File: src/rtl/i2cm_pkg.sv
package i2cm_pkg;
  typedef enum logic [2:0] {
    ST_IDLE,
    ST_CTRL,
    ST_ADDR,
    ST_WDATA,
    ST_RDATA
  } eng_state_t;
endpackage

File: src/rtl/i2cm_line_sync.sv
module i2cm_line_sync #(
  parameter int STAGES = 2
) (
  input  logic clk,
  input  logic rst_n,
  input  logic scl_raw,
  input  logic sda_raw,
  output logic scl_hi,
  output logic sda_hi,
  output logic scl_rise,
  output logic scl_fall,
  output logic start_det,
  output logic stop_det
);
  logic [STAGES:0] scl_sh;
  logic [STAGES:0] sda_sh;
  logic            scl_prev;
  logic            sda_prev;

  always_ff @(posedge clk or negedge rst_n) begin
    if (!rst_n) begin
      scl_sh <= '1;
      sda_sh <= '1;
    end else begin
      scl_sh <= {scl_sh[STAGES-1:0], scl_raw};
      sda_sh <= {sda_sh[STAGES-1:0], sda_raw};
    end
  end

  assign scl_hi    = scl_sh[STAGES-1];
  assign sda_hi    = sda_sh[STAGES-1];
  assign scl_prev  = scl_sh[STAGES];
  assign sda_prev  = sda_sh[STAGES];
  assign scl_rise  = scl_hi & ~scl_prev;
  assign scl_fall  = ~scl_hi & scl_prev;
  assign start_det = scl_hi & scl_prev & sda_prev & ~sda_hi;
  assign stop_det  = scl_hi & scl_prev & ~sda_prev & sda_hi;
endmodule

File: src/rtl/i2cm_sda_hold.sv
module i2cm_sda_hold #(
  parameter int HOLD_CYC = 3
) (
  input  logic clk,
  input  logic rst_n,
  input  logic scl_hi,
  input  logic want,
  output logic oe
);
  localparam int CW = $clog2(HOLD_CYC + 2);

  logic [CW-1:0] cnt, cnt_d;
  logic          oe_d;

  always_comb begin
    cnt_d = cnt;
    oe_d  = oe;
    if (scl_hi) begin
      cnt_d = '0;
    end else if (cnt != CW'(HOLD_CYC)) begin
      cnt_d = cnt + 1'b1;
    end
    if (!scl_hi && cnt == CW'(HOLD_CYC)) begin
      oe_d = want;
    end
  end

  always_ff @(posedge clk or negedge rst_n) begin
    if (!rst_n) begin
      cnt <= '0;
      oe  <= 1'b0;
    end else begin
      cnt <= cnt_d;
      oe  <= oe_d;
    end
  end
endmodule

File: src/rtl/i2c_mem_target.sv
module i2c_mem_target
  import i2cm_pkg::*;
#(
  parameter int          ADDR_W      = 8,
  parameter int          PAGE_W      = 4,
  parameter logic [3:0]  CTRL_CODE   = 4'b1010,
  parameter int          SYNC_STAGES = 2,
  parameter int          HOLD_CYC    = 3
) (
  input  logic              clk,
  input  logic              rst_n,
  input  logic              scl_in,
  input  logic              sda_in,
  output logic              sda_oe,
  input  logic [2:0]        dev_sel,
  input  logic              busy,
  input  logic              ack_inhibit,
  output logic [ADDR_W-1:0] mem_raddr,
  input  logic [7:0]        mem_rdata,
  output logic              wr_valid,
  output logic [ADDR_W-1:0] wr_addr,
  output logic [7:0]        wr_data,
  output logic              commit
);
  localparam int BIT_W = 4;
  localparam logic [BIT_W-1:0] ACK_SLOT = BIT_W'(8);

  // reset: asserted asynchronously, released synchronously
  logic [1:0] rst_sh;
  logic       rst_n_s;
  always_ff @(posedge clk or negedge rst_n) begin
    if (!rst_n) rst_sh <= 2'b00;
    else        rst_sh <= {rst_sh[0], 1'b1};
  end
  assign rst_n_s = rst_sh[1];

  logic scl_hi, sda_hi, scl_rise, scl_fall, start_det, stop_det;

  i2cm_line_sync #(.STAGES(SYNC_STAGES)) u_sync (
    .clk(clk), .rst_n(rst_n_s), .scl_raw(scl_in), .sda_raw(sda_in),
    .scl_hi(scl_hi), .sda_hi(sda_hi), .scl_rise(scl_rise), .scl_fall(scl_fall),
    .start_det(start_det), .stop_det(stop_det)
  );

  eng_state_t        st, st_d;
  logic [BIT_W-1:0]  bitcnt, bitcnt_d;
  logic [7:0]        shreg, shreg_d, txbyte, txbyte_d, byte_in;
  logic [ADDR_W-1:0] ptr, ptr_d, wr_addr_d;
  logic [7:0]        wr_data_d;
  logic              ack_q, ack_d, rd_q, rd_d, pend, pend_d;
  logic              want, want_d, wr_valid_d, commit_d;

  assign byte_in   = {shreg[6:0], sda_hi};
  assign mem_raddr = ptr;

  always_comb begin
    st_d       = st;
    bitcnt_d   = bitcnt;
    shreg_d    = shreg;
    txbyte_d   = txbyte;
    ptr_d      = ptr;
    ack_d      = ack_q;
    rd_d       = rd_q;
    pend_d     = pend;
    want_d     = want;
    wr_valid_d = 1'b0;
    wr_addr_d  = wr_addr;
    wr_data_d  = wr_data;
    commit_d   = 1'b0;
    if (start_det) begin
      st_d     = ST_CTRL;
      bitcnt_d = '0;
      want_d   = 1'b0;
      pend_d   = 1'b0;
    end else if (stop_det) begin
      st_d     = ST_IDLE;
      want_d   = 1'b0;
      commit_d = pend;
      pend_d   = 1'b0;
    end else if (st != ST_IDLE) begin
      if (scl_rise) begin
        if (bitcnt != ACK_SLOT) begin
          shreg_d  = byte_in;
          bitcnt_d = bitcnt + 1'b1;
          if (bitcnt == ACK_SLOT - 1'b1) begin
            ack_d = 1'b0;
            unique case (st)
              ST_CTRL: begin
                if (!busy && byte_in[7:4] == CTRL_CODE && byte_in[3:1] == dev_sel) begin
                  ack_d = 1'b1;
                  rd_d  = byte_in[0];
                end else begin
                  st_d = ST_IDLE;
                end
              end
              ST_ADDR: begin
                ack_d = 1'b1;
                ptr_d = ADDR_W'(byte_in);
              end
              ST_WDATA: begin
                if (!ack_inhibit) begin
                  ack_d      = 1'b1;
                  wr_valid_d = 1'b1;
                  wr_addr_d  = ptr;
                  wr_data_d  = byte_in;
                  pend_d     = 1'b1;
                  ptr_d      = {ptr[ADDR_W-1:PAGE_W], ptr[PAGE_W-1:0] + 1'b1};
                end else begin
                  st_d = ST_IDLE;
                end
              end
              default: ack_d = 1'b0;
            endcase
          end
        end else begin
          bitcnt_d = '0;
          unique case (st)
            ST_CTRL: begin
              if (rd_q) begin
                st_d     = ST_RDATA;
                txbyte_d = mem_rdata;
                ptr_d    = ptr + 1'b1;
              end else begin
                st_d = ST_ADDR;
              end
            end
            ST_ADDR: st_d = ST_WDATA;
            ST_RDATA: begin
              if (!sda_hi) begin
                txbyte_d = mem_rdata;
                ptr_d    = ptr + 1'b1;
              end else begin
                st_d = ST_IDLE;
              end
            end
            default: st_d = st;
          endcase
        end
      end
      if (scl_fall) begin
        if (bitcnt == ACK_SLOT)   want_d = (st != ST_RDATA) && ack_q;
        else if (st == ST_RDATA)  want_d = ~txbyte[~bitcnt[2:0]];
        else                      want_d = 1'b0;
      end
    end
  end

  always_ff @(posedge clk or negedge rst_n_s) begin
    if (!rst_n_s) begin
      st       <= ST_IDLE;
      bitcnt   <= '0;
      shreg    <= '0;
      txbyte   <= '0;
      ptr      <= '0;
      ack_q    <= 1'b0;
      rd_q     <= 1'b0;
      pend     <= 1'b0;
      want     <= 1'b0;
      wr_valid <= 1'b0;
      wr_addr  <= '0;
      wr_data  <= '0;
      commit   <= 1'b0;
    end else begin
      st       <= st_d;
      bitcnt   <= bitcnt_d;
      shreg    <= shreg_d;
      txbyte   <= txbyte_d;
      ptr      <= ptr_d;
      ack_q    <= ack_d;
      rd_q     <= rd_d;
      pend     <= pend_d;
      want     <= want_d;
      wr_valid <= wr_valid_d;
      wr_addr  <= wr_addr_d;
      wr_data  <= wr_data_d;
      commit   <= commit_d;
    end
  end

  i2cm_sda_hold #(.HOLD_CYC(HOLD_CYC)) u_hold (
    .clk(clk), .rst_n(rst_n_s), .scl_hi(scl_hi), .want(want), .oe(sda_oe)
  );

  // a busy array never lets a frame move past its control byte
  a_r4_busy_refuse: assert property (@(posedge clk) disable iff (!rst_n_s)
    (st == ST_CTRL && busy && !start_det) |=> (st == ST_CTRL || st == ST_IDLE));
  // a write strobe only follows a data byte received while not inhibited
  a_r6_wr_gated: assert property (@(posedge clk) disable iff (!rst_n_s)
    wr_valid |-> $past(st == ST_WDATA && !ack_inhibit));
  // one strobe per byte
  a_r5_single_strobe: assert property (@(posedge clk) disable iff (!rst_n_s)
    wr_valid |=> !wr_valid);
  // commit follows a detected Stop
  a_r7_commit_on_stop: assert property (@(posedge clk) disable iff (!rst_n_s)
    commit |-> $past(stop_det));
  // page bits stay fixed while data bytes are accepted
  a_r8_page_fixed: assert property (@(posedge clk) disable iff (!rst_n_s)
    (st == ST_WDATA && $past(st == ST_WDATA))
      |-> ptr[ADDR_W-1:PAGE_W] == $past(ptr[ADDR_W-1:PAGE_W]));
  // the data drive moves only while the synchronised clock is low
  a_r10_move_scl_low: assert property (@(posedge clk) disable iff (!rst_n_s)
    (sda_oe != $past(sda_oe)) |-> !$past(scl_hi));
endmodule

File: config.mk
export PLATFORM = sky130hd
export DESIGN_NAME = i2c_mem_target
export DESIGN_NICKNAME = d
export VERILOG_FILES = /design/src/rtl/i2cm_pkg.sv /design/src/rtl/i2cm_line_sync.sv /design/src/rtl/i2cm_sda_hold.sv /design/src/rtl/i2c_mem_target.sv
export SDC_FILE = /design/constraint.sdc
export NUM_CORES = 1
export LEC_CHECK = 0
export BUFFER_PORTS_ARGS = -buffer_cell sky130_fd_sc_hd__buf_2
export CORE_AREA = 2 2 87 89
export DETAILED_ROUTE_END_ITERATION = 16
export DIE_AREA = 0 0 89 91
export PLACE_DENSITY = 0.75
export SETUP_SLACK_MARGIN = 0.2
export SYNTH_ARGS = -nofsm -noshare
export SYNTH_HDL_FRONTEND = slang
export SYNTH_SLANG_ARGS = --single-unit
File: constraint.sdc
create_clock -name clk -period 3.4 [get_ports clk]
set_input_delay 0.51 -clock clk [delete_from_list [all_inputs] [get_ports clk]]
set_output_delay 0.51 -clock clk [all_outputs]
set_load 0.03 [all_outputs]
After elaboration in Yosys (flattened, before gate mapping)
Cells that the tools add are included.
{"block": "totals", "register_bits": 64, "elab_cells": 156}
{"block": "classes", "mux": 57, "eq_ne": 28, "add_sub_neg": 4, "n_bitwise": 17, "n_reduce_logical": 30, "magnitude_cmp": 1}
{"cell": "2-to-1 mux 8 bit", "count": 6}
{"cell": "one-hot mux 8 bit (2 select lines)", "count": 3}
{"cell": "2-to-1 mux 3 bit", "count": 12}
{"cell": "AND reduction 8 bit", "count": 4}
{"cell": "2-to-1 mux 1 bit", "count": 26}
{"cell": "2-to-1 mux 4 bit", "count": 6}
{"cell": "nonzero test 3 bit", "count": 8}
{"cell": "AND reduction 10 bit", "count": 2}
{"cell": "inequality test 3 bit (second input constant)", "count": 4}
{"cell": "AND reduction 6 bit", "count": 2}
{"cell": "inequality test 5 bit (second input constant)", "count": 2}
{"cell": "equality test 3 x 2 -> 1 bit (second input constant)", "count": 3}
{"cell": "NOT 1 bit", "count": 9}
{"cell": "one-hot mux 3 bit (3 select lines)", "count": 1}
{"cell": "adder 4 x 1 -> 4 bit (second input constant)", "count": 2}
{"cell": "adder 8 x 1 -> 8 bit (second input constant)", "count": 1}
{"cell": "equality test 4 bit (second input constant)", "count": 2}
{"cell": "inequality test 2 bit (second input constant)", "count": 4}
{"cell": "nonzero test 2 bit", "count": 4}
{"cell": "AND 1 bit", "count": 7}
{"cell": "inequality test 3 x 1 -> 1 bit (second input constant)", "count": 2}
{"cell": "one-hot mux 3 bit (2 select lines)", "count": 1}
{"cell": "nonzero test 6 bit", "count": 1}
{"cell": "inequality test 5 x 3 -> 1 bit (second input constant)", "count": 1}
{"cell": "19 further kinds", "count": 24}

Depth between registers and ports, before layout
Gate-level depths: netlist of run 1.
{"block": "logic_depth", "depth_word": 11, "ltp_mapped": 10, "depth_no_buf": 7}

Modules after synthesis
A second synthesis of run 1 with hierarchy kept.
{"block": "unflattened", "hier_cells": 270, "area_unflattened_um2": 3205.6}
{"module": "i2c_mem_target", "cells_each": 245, "n_inst": 1, "area_per_inst_um2": 2817.7}
{"module": "i2cm_sda_hold", "cells_each": 15, "n_inst": 1, "area_per_inst_um2": 197.7}
{"module": "i2cm_line_sync", "cells_each": 10, "n_inst": 1, "area_per_inst_um2": 190.2}

Worst setup path before layout of run 1
No wires, ideal clock.
{"block": "synth_timing", "kind": "register to register", "startpoint": "register bitcnt[0]", "endpoint": "register ptr[0] (netlist: mem_raddr[0])", "n_path_buf": 1, "arrival_ns": 1.865, "required_time_ns": 3.269, "stages_incl_launch_ff": 9, "slack_ns": 1.404, "cell_sequence": "dfrtp_1 -> inv_1 -> ha_1 -> and3b_1 -> buf_6 -> or4b_4 -> nand4_4 -> and2_4 -> o211ai_1"}
{"block": "synth_via", "elab_chain_len": 3}
{"item": "start, declared", "line": "i2c_mem_target.sv:46", "text": "logic [BIT_W-1:0] bitcnt, bitcnt_d;"}
{"item": "start signal, assigned", "line": "i2c_mem_target.sv:165", "text": "bitcnt <= bitcnt_d;"}
{"item": "inequality test 4 bit or equality test 4 x 3 -> 1 bit (tied branches)", "line": "i2c_mem_target.sv:82, i2c_mem_target.sv:85"}
{"item": "inequality test 3 x 1 -> 1 bit (no source line), or another cell as far along"}
{"item": "AND reduction 10 bit (no source line)"}
{"item": "end signal, assigned", "line": "i2c_mem_target.sv:168", "text": "ptr <= ptr_d;"}
{"item": "end, declared", "line": "i2c_mem_target.sv:48", "text": "logic [ADDR_W-1:0] ptr, ptr_d, wr_addr_d;"}
Parallel ways exist; a longest one is shown, timed or not.
A chain may end at the register's enable or synchronous reset.

Worst setup path after layout of run 1
{"block": "layout_timing", "startpoint": "register u_sync.scl_sh[1]", "endpoint": "register wr_data[1]"}
{"block": "layout_via", "elab_chain_len": 5}
{"item": "start, declared", "line": "i2cm_line_sync.sv:15", "text": "logic [STAGES:0] scl_sh;"}
{"item": "start signal, assigned", "line": "i2cm_line_sync.sv:25", "text": "scl_sh <= {scl_sh[STAGES-1:0], scl_raw};"}
{"item": "AND 1 bit", "line": "i2cm_line_sync.sv:36, i2cm_line_sync.sv:37"}
{"item": "AND 1 bit (on tied branches) (2 in series)", "line": "i2cm_line_sync.sv:37, i2cm_line_sync.sv:36"}
{"item": "NOT 1 bit (no source line)"}
{"item": "AND reduction 8 bit (no source line) *"}
{"item": "end signal, assigned", "line": "i2c_mem_target.sv:175", "text": "wr_data <= wr_data_d;"}
{"item": "end, declared", "line": "i2c_mem_target.sv:22", "text": "output logic [7:0] wr_data,"}
Every way passes the cells marked *; elsewhere a longest branch is shown, timed or not.

==> results of run 1 <==
==> worst max-delay path, cell delays in order, from the launching register on <==
cell	delay, ns
dfstp_2	0.63
nand2b_1	0.15
nor2_2	0.27
and3_1	0.77
mux2_2	0.42
==> repair_timing <==
| action | CTS | global route |
|---|---|---|
| endpoints found under the hold margin | 2 | 0 |
| gates resized for setup | 0 | 0 |
| buffers inserted | 0 | 0 |
| hold buffers | 1 | 0 |
==> registers in the layout, indices dropped and copies added (netlist names), 2 cells and up <==
| name | flops |
|---|---|
| txbyte | 8 |
| u_sync.scl_sh | 3 |
| st | 3 |
| u_sync.sda_sh | 3 |
| wr_data | 8 |
| wr_addr | 8 |
| shreg | 7 |
| rst_sh | 2 |
| mem_raddr | 8 |
| bitcnt | 4 |
| u_hold.cnt | 3 |
==> stage by stage <==
step / instance area, sq um / std cells / util, % / hold slack, ns
2_1_floorplan: 3120 / 264 / - / 0.214
3_3_place_gp: 3420 / 397 / 47.9 / 0.295
3_5_place_dp: 3420 / 397 / 47.9 / 0.297
4_1_cts: 3630 / 414 / 50.9 / 0.243
5_1_grt: 3630 / 414 / 50.9 / 0.239
6_report: 3630 / 414 / 50.9 / 0.252
==> where the power goes <==
| group | internal, mW | leakage [nW] | switching (mW) | total (mW) |
|---|---|---|---|---|
| registers | 0.843 | 0.815 | 0.117 | 0.961 |
| logic | 0.143 | 0.769 | 0.117 | 0.260 |
| clock network | 0.357 | 0.0993 | 0.286 | 0.643 |
| total | 1.34 | 1.68 | 0.521 | 1.86 |
==> routing by layer <==
layer	global-route usage, %	part of all wire, %	vias to the layer above
met1	24.5	46	1080
met2	23.7	46	61
li1	-	-	1064
met3	6.55	5.9	18
met5	0	0	-
met4	8.21	2.3	0
==> cell type report <==
| class | instances | area [sq um] | share of cell area [%] |
|---|---|---|---|
| clock buffer | 11 | 141 | 3.90 |
| inverter | 7 | 26.3 | 0.724 |
| clock inverter | 5 | 56.3 | 1.55 |
| multi-input combinational | 180 | 1420 | 39.0 |
| sequential | 64 | 1610 | 44.4 |
| tap | 99 | 124 | 3.41 |
| timing repair buffer | 48 | 255 | 7.03 |
==> cells by family (layout without fill, tap and decap cells) <==
kind of cell / count (synthesis) / count (layout) / share of synthesized area [%]
DFF: 64 / 64 / 51.5
AOI/OAI and AO/OA: 48 / 48 / 11.1
xor gates and xnor gates: 5 / 5 / 1.40
and+or+nand+nor: 79 / 79 / 15.1
adders and majority gates: 5 / 5 / 2.00
other: 1 / 1 / 0.120
muxes: 42 / 42 / 15.7
buffers and inverters: 20 / 71 / 3.16
==> placed cells by master, fill, tap and decap left out, types with 2 or more instances in the layout <==
cell type  netlist  routed
a211oi_1         2       2
a21oi_1         12      12
a22o_1           2       2
a31o_2           2       2
a31oi_1          3       3
a32oi_1          2       2
and3_1           3       3
and3b_1          2       2
buf_2            7      43
buf_4            2       4
clkbuf_8         0      10
clkinv_2         0       2
dfrtp_1         58      57
dfstp_2          6       6
ha_1             5       5
inv_1            7       7
mux2_2          35      35
mux2i_1          5       5
mux4_2           2       2
nand2_1         14      14
nand2b_1         2       2
nand3_1         14      14
nand3b_1         2       2
nand4_1          2       2
nor2_1          12      12
nor2b_1          5       5
nor3_1           5       5
nor3b_1          4       4
o211ai_1         2       2
o21ai_0          9       9
o2bb2ai_1        4       4
o31ai_1          2       2
xor2_1           5       5
==> final timing paths <==
path / startpoint / end / cells after the start
min in group asynchronous: rst_n / rst_sh[1] / 2
max in group asynchronous: rst_sh[1] / u_sync.scl_sh[2] / 1
hold / removal: sda_in / u_sync.sda_sh[0] / 1
setup reg to reg: u_sync.scl_sh[1] / wr_data[1] / 4
setup / recovery: u_sync.scl_sh[1] / wr_data[1] / 4
hold reg to reg: u_sync.scl_sh[0] / u_sync.scl_sh[1] / 0
==> metrics.md, run 1 <==
| Metric | Value |
|---|---|
| Worst skew pair latency | about 0.35 ns |
| Reg clk slew, reported paths | around 0.07 ns |
| Slew headroom | ~28% |
| Die width | about 89 um |
| CP max FO | 18 |
| DRC violations left | 0 |
| Max-cap viol count | 0 |
| Filler cells | ~670 |
| Avg Inst Size Synth | 11.8 sq um |
| Most common cell in the netlist | dfrtp_1 |
| Routability cong. | 0.882 |
| Ys async rst share | 100% |
| Core box area | just over 7000 sq um |
| Worst hold path class | input pin to register |
| Dpl ws | approximately 1.0 ns |
| Crit path time final | around 2.4 ns |
| WL per Instance | 15.0 um |
| Nets@finish | 332 |
| First-pass GRT wire length | roughly 11 mm |
| Final Cycle Share | just under 70% |
| Worst reg-to-reg setup slack | 1.04 ns |
| Drt initial violations | between 150 and 200 |
| Pre-antenna DRT Iters | 4 |
| Critical Path RT | between 3 and 4 ns |
| Post-synth EDFFs | 0 |
| Max clock buf depth | 2 |
| Slew @ Worst Pin | roughly 1.1 ns |
| Final Worst Setup Slack | 1.04 ns |
| Initial Util | 43.8% |
| # diodes | 0 |
| Routed Wire Length | 6.22 mm |
| Unrepaired setup endpoints after global routing | false |
| Post-synthesis cell area | roughly 3100 sq um |
| Crit path launch type | register |
| Syn Inst Count | ~260 |
| H-tree depth | 3 |
| VDD IR-drop max | ~0.43 mV |
| Largest net degree at the start of global routing | 52 |
| Leak Pwr | 1.68 nW |
| Yosys top cell area share | around 46% |
| YS warnings | 0 |
| Die Y | approximately 90 um |
| Hpwl dp | approximately 4.3 mm |
| Critical Path AT | between 2 and 3 ns |
| Initial antenna violation count | 0 |
| Max-slew violation total from the final report | 0 |
| Crit end category | register |
| Vias in the first global route | 2,144 |
| # IOs | between 40 and 50 |
| TritonCTS clock tree | built |
| Share of layout cells above drive strength 1 | about two fifths |
| Design Power | ~1.9 mW |
| Num CTS Buffers | 9 |
| DR vias | 2,223 |
| Final TNS setup | 0 ns |
| Syn_nets | between 200 and 300 |
| Skew final | ~0.012 ns |
| Via/cell ratio | 5.37 |
| Final number of setup-violating endpoints | 0 |
| Status | finished clean |
| Dominant cell type by area after synthesis | dfrtp_1 |
| Most area-consuming cells after synthesis | dfrtp_1 46%, mux2_2 13%, dfstp_2 5.0% |
| FF+latch count, synth | 64 |
| Ys flop type | dfrtp_1 |
| Layout area overhead | 16.2% |
| Most frequent cells after synthesis | 58 x dfrtp_1, 35 x mux2_2, 14 x nand2_1, 14 x nand3_1 |
| Grt ovf | 0 |
| Overall routing resource usage | around 17% |
| PortBufs | 43 |
| Clock Sinks | 64 |
| Highest Clock Rate | between 400 and 500 MHz |
| Power per standard cell area | between 500 and 600 nW/um^2 |
| Critical path class | register to register |
| CTS Root Cell | clkbuf_8 |
| Remaining antenna violation count | 0 |
| Fin. Hold Viols | 0 |
| Floorplan row count | 31 |
| Die ar. | 8100 sq um |
| Seq/Total Area, Yosys | roughly 50% |
| Yosys cell types | 56 |
(Power assumes the default switching activity.)
==> inputs of run 2 (changes only) <==
Settings changed: PLACE_DENSITY 0.75 to 0.77.
Clock period 3.4 ns to 1.94 ns, I/O delays scaled along.
==> metrics.md, run 2 (synthesis gave the netlist of run 1 again) <==
| Metric | Value |
|---|---|
| Status | finished, violations left |
| Failing checks | negative setup slack |
| Floorplan row count | 31 |
| Final Worst Setup Slack | -0.0357 ns |
| Hpwl dp | 4.81 mm |
| Routed Wire Length | around 8 mm |
| Die Y | between 90 and 100 um |
| Final Cycle Share | 102% |
| Vias in the first global route | around 2,300 |
| Max-slew violation total from the final report | 0 |
| Fin. Hold Viols | 0 |
| Final number of setup-violating endpoints | 3 |
| Commonest non-fill, non-tap cell in the layout | dfrtp_1 |
| TritonCTS clock tree | built |
| Crit path launch type | register |
| CP max FO | 4 |
| Reg-to-Reg Start | bitcnt[1] |
| Num CTS Buffers | 9 |
| Via/cell ratio | around 5.5 |
| # diodes | 0 |
| Critical Path AT | 2.22 ns |
| H-tree depth | 3 |
| Leak Pwr | roughly 2 nW |
| Design Power | approximately 3.4 mW |
| Critical path class | register to register |
| Routability cong. | around 0.86 |
| Largest net degree at the start of global routing | 24 |
| Pre-antenna DRT Iters | 4 |
| Drt initial violations | 183 |
| Max-cap viol count | 0 |
| DRC violations left | 0 |
| Max clock buf depth | 2 |
| Hold EP | u_sync.sda_sh[0] |
| Core box area | a little over 7000 sq um |
| Worst r2r path cells | 8 |
| Skew final | around 0.0086 ns |
| Overall routing resource usage | about a fifth |
| VDD IR-drop max | a little over 0.5 mV |
| Worst hold path class | input pin to register |
| Nets@finish | ~380 |
| Worst skew pair latency | ~0.35 ns |
| Share of layout cells above drive strength 1 | between 50% and 60% |
| Unrepaired setup endpoints after global routing | true |
| First-pass GRT wire length | 11.6 mm |
| WL per Instance | between 15 and 20 um |
| Initial Util | ~44% |
| PortBufs | 43 |
| Die width | just under 90 um |
| Crit path time final | slightly below 2 ns |
| # IOs | between 40 and 50 |
| Critical Path RT | 2.19 ns |
| Initial antenna violation count | 0 |
| Crit end category | register |
| Grt ovf | 0 |
| Reg clk slew, reported paths | around 0.070 ns |
| CTS Root Cell | clkbuf_8 |
| Power per standard cell area | approximately 800 nW/um^2 |
| Layout area overhead | 34.7% |
| Hold Startpoint | sda_in |
| Highest Clock Rate | just over 500 MHz |
| Die ar. | between 8000 and 9000 sq um |
| Commonest non-fill, non-tap cells in the layout | 53 x dfrtp_1, 44 x buf_2, 38 x buf_4, 29 x mux2_2 |
| Filler cells | ~570 |
| Worst hold path cell count | 1 |
| DR vias | about 2,500 |
| Remaining antenna violation count | 0 |
| Worst reg-to-reg setup slack | -0.04 ns |
| Worst hold slack | approximately 0.042 ns |
| Critical R2R Capture | st[0] |
| Clock Sinks | 64 |
run 2: changes by cell type in the layout (fill, tap and decap cells not counted), moves of 4 or more:
cell / delta
buf_4: +34
buf_6: +6
mux2_2: -6
mux2_4: +6
a21oi_1: -5
nand3_1: -5
a21oi_2: +4
clkbuf_1: +4
dfrtp_1: -4
dfrtp_2: +4
run 2: how the worst max path moves through the flow:
stage	end	start	slack, ns	cells after the start
6_report	st[0]	bitcnt[1]	-0.04	8
4_1_cts	mem_raddr[0]	bitcnt[1]	0.05	7
2_1_floorplan	mem_raddr[0]	bitcnt[0]	0.07	8
5_1_grt	st[0]	bitcnt[1]	-0.12	8
3_3_place_gp	wr_data[0]	st[0]	0.11	6
3_5_place_dp	mem_raddr[0]	bitcnt[1]	0.08	7
run 2: repair_timing:
item | in CTS | in global routing
hold buffers | 1 | 0
hold endpoints to repair | 2 | 0
cloned | 0 | 1
setup buffers | 7 | 18
pin swaps | 3 | 20
endpoints found under the setup margin | 48 | 49
resized for setup | 5 | 48
run 2: worst max-delay path, cell delays in order, from the launching register on:
cell and delay, ns:
dfrtp_1 0.36, inv_1 0.05, ha_2 0.17, and3b_2 0.24
buf_4 0.15, buf_4 0.15, a2111oi_4 0.37, o21ai_1 0.16
a32oi_1 0.22
run 2: through the flow:
stage                     instance area, sq um  instances  setup TNS, ns  worst slack, ns  util (%)
after floorplan                           3140        264              0           0.0736         -
after global placement                    3600        416              0            0.114      50.5
after detailed placement                  3600        416              0           0.0788      50.5
after CTS                                 3830        440              0           0.0540      53.7
after global routing                      4210        459         -0.324           -0.118      59.0
final                                     4210        459        -0.0690          -0.0357      59.0
run 2: final cells by class:
type	count	area, sq um	share of cell area [%]
inverter	7	26.3	0.624
clock buffer	15	156	3.72
multi-input combinational	180	1630	38.7
tap	99	124	2.94
sequential	64	1620	38.4
timing repair buffer	93	653	15.5
clock inverter	1	5.00	0.119
run 2: metal layers:
metal  global-route usage (%)  share of wire [%]  routed length, um
met5                        0                  0                  0
met4                     8.96                4.2                327
met3                     4.55                6.2                489
met2                     28.2                 48               3750
met1                     24.9                 42               3290
run 2: power by group:
| group | internal, mW | switching, mW | total (mW) | leakage [nW] |
|---|---|---|---|---|
| Clock | 0.499 | 0.482 | 0.981 | 0.0817 |
| Sequential | 1.48 | 0.171 | 1.65 | 0.809 |
| Combinational | 0.399 | 0.355 | 0.755 | 1.08 |
| Total | 2.38 | 1.01 | 3.39 | 1.97 |
